<file path="src/rtl/root_err_pkg.sv">
package root_err_pkg;
  typedef enum logic [1:0] {
    SEV_COR   = 2'd0,
    SEV_NFAT  = 2'd1,
    SEV_FAT   = 2'd2,
    SEV_NONE  = 2'd3
  } sev_e;

  localparam int NFLAG  = 7;
  localparam int F_COR  = 0;
  localparam int F_MCOR = 1;
  localparam int F_UNC  = 2;
  localparam int F_MUNC = 3;
  localparam int F_FFAT = 4;
  localparam int F_NFAT = 5;
  localparam int F_FAT  = 6;

  localparam int NCLS   = 3;

  // pending class vector aligned with command enables
  function automatic logic [NCLS-1:0] flags_to_cls(input logic [NFLAG-1:0] f);
    return {f[F_FAT], f[F_NFAT], f[F_COR]};
  endfunction
endpackage

</file>
<file path="src/rtl/root_err_status.sv">
module root_err_status
  import root_err_pkg::*;
#(
  parameter int RID_W = 16,
  parameter int VEC_W = 5,
  parameter int STS_W = 32
) (
  input  logic             clk_i,
  input  logic             rst_ni,
  input  logic             msg_valid_i,
  input  sev_e             msg_sev_i,
  input  logic [RID_W-1:0] msg_rid_i,
  input  logic             clr_we_i,
  input  logic [NFLAG-1:0] clr_mask_i,
  input  logic             vec_we_i,
  input  logic [VEC_W-1:0] vec_i,
  output logic [STS_W-1:0] sts_o,
  output logic [VEC_W-1:0] vec_o,
  output logic [NCLS-1:0]  pend_o,
  output logic [NCLS-1:0]  pend_nxt_o,
  output logic [RID_W-1:0] cor_src_o,
  output logic [RID_W-1:0] uncor_src_o
);
  localparam int VEC_LSB = STS_W - VEC_W;

  logic [NFLAG-1:0] flags_q, flags_d, set_v, clr_v;
  logic [VEC_W-1:0] vec_q;
  logic [RID_W-1:0] cor_src_q, unc_src_q;
  logic             is_cor, is_unc;

  assign is_cor = msg_valid_i && (msg_sev_i == SEV_COR);
  assign is_unc = msg_valid_i && (msg_sev_i == SEV_NFAT || msg_sev_i == SEV_FAT);

  always_comb begin
    set_v = '0;
    if (is_cor) begin
      set_v[F_COR] = 1'b1;
      if (flags_q[F_COR]) set_v[F_MCOR] = 1'b1;
    end
    if (is_unc) begin
      set_v[F_UNC] = 1'b1;
      if (flags_q[F_UNC]) set_v[F_MUNC] = 1'b1;
      if (msg_sev_i == SEV_FAT) begin
        set_v[F_FAT] = 1'b1;
        if (!flags_q[F_UNC]) set_v[F_FFAT] = 1'b1;
      end else begin
        set_v[F_NFAT] = 1'b1;
      end
    end
  end

  assign clr_v   = clr_we_i ? clr_mask_i : '0;
  // message sets win over a same-cycle clear
  assign flags_d = (flags_q & ~clr_v) | set_v;

  always_ff @(posedge clk_i or negedge rst_ni) begin
    if (!rst_ni) begin
      flags_q   <= '0;
      vec_q     <= '0;
      cor_src_q <= '0;
      unc_src_q <= '0;
    end else begin
      flags_q <= flags_d;
      if (vec_we_i) vec_q <= vec_i;
      if (is_cor && !flags_q[F_COR]) cor_src_q <= msg_rid_i;
      if (is_unc && !flags_q[F_UNC]) unc_src_q <= msg_rid_i;
    end
  end

  always_comb begin
    sts_o = '0;
    sts_o[NFLAG-1:0] = flags_q;
    sts_o[VEC_LSB +: VEC_W] = vec_q;
  end

  assign vec_o       = vec_q;
  assign pend_o      = flags_to_cls(flags_q);
  assign pend_nxt_o  = flags_to_cls(flags_d);
  assign cor_src_o   = cor_src_q;
  assign uncor_src_o = unc_src_q;

  p_multi_cor_r2: assert property (@(posedge clk_i) disable iff (!rst_ni)
    $rose(flags_q[F_MCOR]) |-> $past(flags_q[F_COR]));
  p_cor_src_hold_r2: assert property (@(posedge clk_i) disable iff (!rst_ni)
    (flags_q[F_COR] && $past(flags_q[F_COR])) |-> $stable(cor_src_q));
  p_first_fatal_r4: assert property (@(posedge clk_i) disable iff (!rst_ni)
    $rose(flags_q[F_FFAT]) |-> (!$past(flags_q[F_UNC]) && flags_q[F_FAT]));
  p_multi_unc_r5: assert property (@(posedge clk_i) disable iff (!rst_ni)
    $rose(flags_q[F_MUNC]) |-> $past(flags_q[F_UNC]));
  p_unc_src_hold_r5: assert property (@(posedge clk_i) disable iff (!rst_ni)
    (flags_q[F_UNC] && $past(flags_q[F_UNC])) |-> $stable(unc_src_q));
  p_vec_hold_r7: assert property (@(posedge clk_i) disable iff (!rst_ni)
    !vec_we_i |=> $stable(vec_q));
endmodule

</file>
<file path="src/rtl/root_err_irq.sv">
module root_err_irq
  import root_err_pkg::*;
#(
  parameter int VEC_W = 5
) (
  input  logic             clk_i,
  input  logic             rst_ni,
  input  logic             cmd_we_i,
  input  logic [NCLS-1:0]  cmd_wdata_i,
  input  logic             msi_en_i,
  input  logic [NCLS-1:0]  pend_i,
  input  logic [NCLS-1:0]  pend_nxt_i,
  input  logic [VEC_W-1:0] vec_i,
  output logic [NCLS-1:0]  cmd_o,
  output logic             irq_o,
  output logic             msi_req_o,
  output logic [VEC_W-1:0] msi_vec_o
);
  logic [NCLS-1:0]  cmd_q, cmd_d;
  logic             cond_cur, cond_nxt, fire;
  logic             msi_q;
  logic [VEC_W-1:0] msi_vec_q;

  assign cmd_d    = cmd_we_i ? cmd_wdata_i : cmd_q;
  assign cond_cur = |(cmd_q & pend_i);
  assign cond_nxt = |(cmd_d & pend_nxt_i);
  // one edge detector covers both message arrival and command writes
  assign fire     = msi_en_i && !cond_cur && cond_nxt;

  always_ff @(posedge clk_i or negedge rst_ni) begin
    if (!rst_ni) begin
      cmd_q     <= '0;
      msi_q     <= 1'b0;
      msi_vec_q <= '0;
    end else begin
      cmd_q <= cmd_d;
      msi_q <= fire;
      if (fire) msi_vec_q <= vec_i;
    end
  end

  assign cmd_o     = cmd_q;
  assign irq_o     = !msi_en_i && cond_cur;
  assign msi_req_o = msi_q;
  assign msi_vec_o = msi_vec_q;

  p_msi_single_r9: assert property (@(posedge clk_i) disable iff (!rst_ni)
    msi_q |=> !msi_q);
  p_msi_cond_r9: assert property (@(posedge clk_i) disable iff (!rst_ni)
    msi_q |-> |(cmd_q & pend_i));
  p_cmd_hold_r10: assert property (@(posedge clk_i) disable iff (!rst_ni)
    !cmd_we_i |=> $stable(cmd_q));
endmodule

</file>
<file path="src/rtl/root_err_collector.sv">
module root_err_collector
  import root_err_pkg::*;
#(
  parameter int RID_W = 16,
  parameter int VEC_W = 5,
  parameter int STS_W = 32
) (
  input  logic             clk_i,
  input  logic             rst_ni,
  input  logic             msg_valid_i,
  input  logic [1:0]       msg_sev_i,
  input  logic [RID_W-1:0] msg_rid_i,
  input  logic             cmd_we_i,
  input  logic [2:0]       cmd_wdata_i,
  input  logic             sts_clr_we_i,
  input  logic [6:0]       sts_clr_i,
  input  logic             vec_we_i,
  input  logic [VEC_W-1:0] vec_i,
  input  logic             msi_en_i,
  output logic [2:0]       cmd_o,
  output logic [STS_W-1:0] sts_o,
  output logic [RID_W-1:0] cor_src_o,
  output logic [RID_W-1:0] uncor_src_o,
  output logic             irq_o,
  output logic             msi_req_o,
  output logic [VEC_W-1:0] msi_vec_o
);
  logic [NCLS-1:0]  pend, pend_nxt;
  logic [VEC_W-1:0] vec;

  root_err_status #(.RID_W(RID_W), .VEC_W(VEC_W), .STS_W(STS_W)) u_status (
    .clk_i       (clk_i),
    .rst_ni      (rst_ni),
    .msg_valid_i (msg_valid_i),
    .msg_sev_i   (sev_e'(msg_sev_i)),
    .msg_rid_i   (msg_rid_i),
    .clr_we_i    (sts_clr_we_i),
    .clr_mask_i  (sts_clr_i),
    .vec_we_i    (vec_we_i),
    .vec_i       (vec_i),
    .sts_o       (sts_o),
    .vec_o       (vec),
    .pend_o      (pend),
    .pend_nxt_o  (pend_nxt),
    .cor_src_o   (cor_src_o),
    .uncor_src_o (uncor_src_o)
  );

  root_err_irq #(.VEC_W(VEC_W)) u_irq (
    .clk_i       (clk_i),
    .rst_ni      (rst_ni),
    .cmd_we_i    (cmd_we_i),
    .cmd_wdata_i (cmd_wdata_i),
    .msi_en_i    (msi_en_i),
    .pend_i      (pend),
    .pend_nxt_i  (pend_nxt),
    .vec_i       (vec),
    .cmd_o       (cmd_o),
    .irq_o       (irq_o),
    .msi_req_o   (msi_req_o),
    .msi_vec_o   (msi_vec_o)
  );
endmodule

</file>
<file path="config.mk">
export PLATFORM = sky130hd
export DESIGN_NAME = root_err_collector
export DESIGN_NICKNAME = d
export VERILOG_FILES = /design/src/rtl/root_err_pkg.sv /design/src/rtl/root_err_status.sv /design/src/rtl/root_err_irq.sv /design/src/rtl/root_err_collector.sv
export SDC_FILE = /design/constraint.sdc
export NUM_CORES = 1
export LEC_CHECK = 0
export ABC_AREA = 0
export BUFFER_PORTS_ARGS = -buffer_cell sky130_fd_sc_hd__buf_2
export CAP_MARGIN = 40
export CORE_UTILIZATION = 47
export CTS_BUF_LIST = sky130_fd_sc_hd__clkbuf_4
export DETAILED_ROUTE_END_ITERATION = 10
export HOLD_SLACK_MARGIN = 0.12
export PLACE_DENSITY = 0.82
export SLEW_MARGIN = 20
export SYNTH_ARGS = -nofsm -noshare
export SYNTH_HDL_FRONTEND = slang
export SYNTH_SLANG_ARGS = --single-unit
</file>
<file path="constraint.sdc">
create_clock -name clk_i -period 2 [get_ports clk_i]
set_input_delay 0.3 -clock clk_i [delete_from_list [all_inputs] [get_ports clk_i]]
set_output_delay 0.3 -clock clk_i [all_outputs]
set_load 0.03 [all_outputs]
</file>
-- Yosys cells after proc, flatten, opt, wreduce, memory -nomap -nowiden
Cells that the tools add are included.
Widths: inputs -> output; s select.
- register bits: 53
- input port bits: 40
- logic and storage cells: 39
- output and inout port bits: 74
- reductions and logical operators: 15
- bitwise gates (word level): 5
- eq/ne operators: 2
- mux-type cells: 10
- operators with widths (cell ; count):
    $and 7x7->7 ; 1
    $logic_and 1x1->1 ; 7
    $mux 7 ; 1
    $not 7->7 ; 1
    $or 7x7->7 ; 1
    $and 3x3->3 ; 2
    $mux 1 ; 6
    $reduce_or 3->1 ; 2
    $mux 5 ; 1
    $logic_not 1->1 ; 4
    $mux 3 ; 1
    $eq 2x1->1 const B ; 1
    $eq 2x2->1 const B ; 1
    $logic_not 2->1 ; 1
    $mux 2 ; 1
    $logic_or 1x1->1 ; 1

-- Logic depth before layout (Yosys ltp)
- depth in word-level cells: 8
- depth in mapped cells: 8
- gate-level depth less buffers: 7

-- Modules after synthesis
From an unflattened synthesis, not the netlist that was laid out.
- cells, all modules: 160
- area, all modules: 2388.5 µm²
- by module, submodules not included (module ; area an instance (µm²) ; seq. area each (µm²) ; instances ; cells an instance):
    root_err_status ; 2035.7 ; 1101.1 ; 1 ; 138
    root_err_irq ; 352.8 ; 225.2 ; 1 ; 22

-- Worst setup path after synthesis
OpenSTA, ideal clock, no wires.
- path type: input-to-reg
- from: input port msg_sev_i[0]
- to: register u_irq.msi_vec_q[0], in the netlist u_irq.msi_vec_o[0]
- arrival time: 1.675 ns
- setup time: 0.125 ns
- data required time: 1.875 ns
- stages: 7
- slack: 0.201 ns
- buffers on the path: 0
- cell sequence: inv_1 -> ha_1 -> nand2_1 -> a2bb2oi_1 -> o22ai_2 -> o211ai_4 -> mux2_2
- word-level cells in the longest chain between the ends: 8
- elaborated cells on any way between the ends: 14
- those cells by class: eq/ne: 2; mux: 4; bitwise: 2; reduce/logical: 6
- RTL lines (item ; RTL line ; source):
    start, declared ; root_err_collector.sv:11 ; input logic [1:0] msg_sev_i,
    $eq 2x1->1 or $eq 2x2->1 (tied branches) ; root_err_status.sv:32, root_err_status.sv:43 ;
    $logic_or 1x1->1 ; root_err_status.sv:32 ; assign is_unc = msg_valid_i && (msg_sev_i == SEV_NFAT || msg_sev_i == SEV_FAT);
    $logic_and 1x1->1 ; root_err_status.sv:32 ;
    $mux 5 ; root_err_status.sv:40 ; if (is_unc) begin
    $or 7x7->7 (*) ; root_err_status.sv:54 ; assign flags_d = (flags_q & ~clr_v) | set_v;
    $and 3x3->3 (*) ; root_err_irq.sv:26 ; assign cond_nxt = |(cmd_d & pend_nxt_i);
    $reduce_or 3->1 (*) ; root_err_irq.sv:26 ;
    $logic_and 1x1->1 (*) ; root_err_irq.sv:28 ; assign fire = msi_en_i && !cond_cur && cond_nxt;
    end signal, assigned ; root_err_irq.sv:38 ; if (fire) msi_vec_q <= vec_i;
    end, declared ; root_err_irq.sv:22 ; logic [VEC_W-1:0] msi_vec_q;
Every way passes the cells marked *; elsewhere a longest branch is shown, timed or not.
A chain may end at the register's enable or synchronous reset.

-- Worst setup path after layout
- from: register u_status.flags_q[5]
- to: output port irq_o
- word-level cells in the longest chain between the ends: 3
- RTL lines (item ; RTL line ; source):
    start, declared ; root_err_status.sv:26 ; logic [NFLAG-1:0] flags_q, flags_d, set_v, clr_v;
    start signal, assigned ; root_err_status.sv:63 ; flags_q <= flags_d;
    $and 3x3->3 ; root_err_irq.sv:25 ; assign cond_cur = |(cmd_q & pend_i);
    $reduce_or 3->1 ; root_err_irq.sv:25 ;
    $logic_and 1x1->1 ; root_err_irq.sv:43 ; assign irq_o = !msi_en_i && cond_cur;
    end, declared ; root_err_collector.sv:24 ; output logic irq_o,
Every way passes these cells.

==> metrics.txt <==
status=complete, but fails checks; CP Cell Sequence=a222oi_1 > buf_4 > nor2_1 > buf_2; initial antenna violation count=0; GRT Overall Usage=0.200; Crit. End Element=primary output; r2r endpoint=u_irq.msi_vec_o[1]; number of synthesized flops with an enable pin=0; CTS Sinks=53; post-route ant nets=0; crit-path max FO=3; H-tree levels=2; port bufs=93; Final period util=0.908; max-slew violation count=0; vias in the first global route=1614; Max rail drop VDD=roughly 0.0006 V; Worst Path Arrival=around 1.5 ns; Tmin final=around 1.8 ns; drt wl/cell=around 13 microns; Req. time, crit path=~1.7 ns; Final Hold Fails=0; Worst-Margin Slew=approximately 0.6 ns; Hold Path Class=in2reg; critical path startpoint=u_status.flags_q[5]; Hold Worst Slack=around 0.13 ns; final wirelength=about 4700 microns; ys flop type=dfrtp_1; worst hold path cell count=3; DR vias=around 1700; clock root cell=clkbuf_4; dpl hpwl=roughly 3400 microns; first-pass GRT wire length=approximately 7600 microns; unrepaired setup endpoints after global routing=no; row count=24; Die Ht=around 71 microns; R2R Setup Slk=between 0.3 and 0.4 ns; Layout Skew=0.0117 ns; CP peak stage delay=0.43 ns; Area Growth Syn to Fin=32.9%; asr flop ratio synth=1.00; Num CTS Buffers=5; Final Setup Violations=0; share of cells above drive strength 1=0.451; startpoint types=flip-flop; Max Fclk=between 0.5 and 0.6 GHz; GPL Wtd Cong=0.812; die area=between 4000 and 5000 sq um; buffers from clock root to sink, at most=2; crit path to=irq_o; clk_lat worst skew=between 0.3 and 0.4 ns; Starting Density=0.499; Seq/Total Area, Yosys=0.598; R2R cell count=4; final setup margin=roughly 0.18 ns; Static Leak=around 0.0016 uW; commonest non-fill, non-tap cell in the layout=buf_2; Ant. Diodes=0; routed vias/inst=roughly 4.7; Core Box Area=~4400 sq um; Layout Nets=around 350; Worst-path clk slew=roughly 0.15 ns; IO Pins=114; Ys Warns=0; Initial DRC Count=75; count of different cell masters after synthesis=21; number of detailed-route iterations in the first pass=8; Die W=70.7 microns; CTS tree=built; Post-Syn Instances=~190; Resized Gates After CTS=0; Slew headroom=0.588; mapped cell area=between 2000 and 2500 sq um; failing checks=DRC; most frequent cells in the layout=93 x buf_2, 58 x nand2_1, 53 x dfrtp_1, 27 x mux2_2, 20 x conb_1; DRC errors left=24; Crit Path Class=reg2out; Place WS=-0.00872 ns; RR Startpoint=u_status.flags_q[0]; post-layout util=0.663; Pwr per Cell Area=between 1000 and 1500 nW/um^2; largest net degree at the start of global routing=29; Avg Cell Area, Syn=roughly 12 sq um; CP max-delay cell=dfrtp_1; grt ovf=0; Synth Register Bits=between 50 and 60; Max Cap Viol=0
power by group:
group | internal (uW) | total, uW | switching [uW]
combinational | 418 | 1300 | 878
sequential | 1330 | 1470 | 142
clock | 259 | 590 | 331
total | 2000 | 3350 | 1350
state kept, by name, summed over array words and instances (netlist names):
register	flops
u_irq.cmd_o	3
u_irq.msi_req_o	1
u_irq.msi_vec_o	5
u_status.cor_src_o	16
u_status.flags_q	7
u_status.uncor_src_o	16
u_status.vec_o	5
what timing repair did:
item,4_1_cts,5_1_grt
setup buffers,0,1
setup endpoints to repair,0,1
hold buffers,15,0
endpoints found under the hold margin,39,0
synth_stat cells (all sizes together), types with 2 or more instances:
cell type / n / area, sq um
buf: 21 / 155
nand2: 58 / 218
a32o: 3 / 30.0
clkbuf: 3 / 11.3
ha: 2 / 25.0
mux2: 27 / 304
mux2i: 2 / 20.0
inv: 7 / 26.3
nor2: 2 / 7.51
dfrtp: 53 / 1330
worst min path at each step:
stage	from	end	slack, ns
after detailed placement	rst_ni	u_status.cor_src_o[1]	0.34
after global routing	vec_i[3]	u_status.vec_o[3]	0.12
after CTS	msg_rid_i[15]	u_status.uncor_src_o[15]	0.12
final	msg_rid_i[15]	u_status.uncor_src_o[15]	0.13
after floorplan	rst_ni	u_irq.cmd_o[0]	0.004
after global placement	rst_ni	u_status.cor_src_o[1]	0.34
critical path: cells and delay by family (launching register included):
kind / cells / cell delay, ns
and+or+nand+nor: 1 / 0.04
DFF: 1 / 0.43
buffers and inverters: 2 / 0.35
AOI/OAI and AO/OA: 1 / 0.32
area by class of cell:
class                           count  area [sq um]
Timing Repair Buffer              115           681
Tap cell                           52          65.1
Fill cell                         358          1500
Inverter                            7          26.3
Clock inverter                      3          41.3
Clock buffer                        5          37.5
Multi-Input combinational cell    123           771
Sequential cell                    53          1330
routing by layer:
| layer | vias up | wire [microns] | global-route usage |
|---|---|---|---|
| met4 | 0 | 86 | 0.0844 |
| met3 | 7 | 291 | 0.0484 |
| met2 | 76 | 2360 | 0.328 |
| met5 | - | 0 | 0 |
| li1 | 803 | - | - |
| met1 | 779 | 1990 | 0.254 |
metrics by stage:
step	power (uW)	area, sq um	TNS [ns]	cells
floorplan	2370	2290	0	207
global placement	2730	2710	0	334
detailed placement	2760	2710	-0.0216	334
CTS	3380	2940	0	357
global route	3540	2950	0	358
finish	3350	2950	0	358
cell families (layout without fill, tap and decap cells):
| family | after synthesis | in the layout | share of synthesized area |
|---|---|---|---|
| multiplexers | 29 | 29 | 0.146 |
| AO/OA/AOI/OAI | 9 | 9 | 0.0446 |
| other | 1 | 20 | 0.00169 |
| flip-flops | 53 | 53 | 0.598 |
| AND/OR/NAND/NOR | 63 | 63 | 0.112 |
| buffers and inverters | 31 | 130 | 0.0869 |
| adder cells (fa/ha/maj) | 2 | 2 | 0.0113 |
Power figures use the tool's default switching activity.
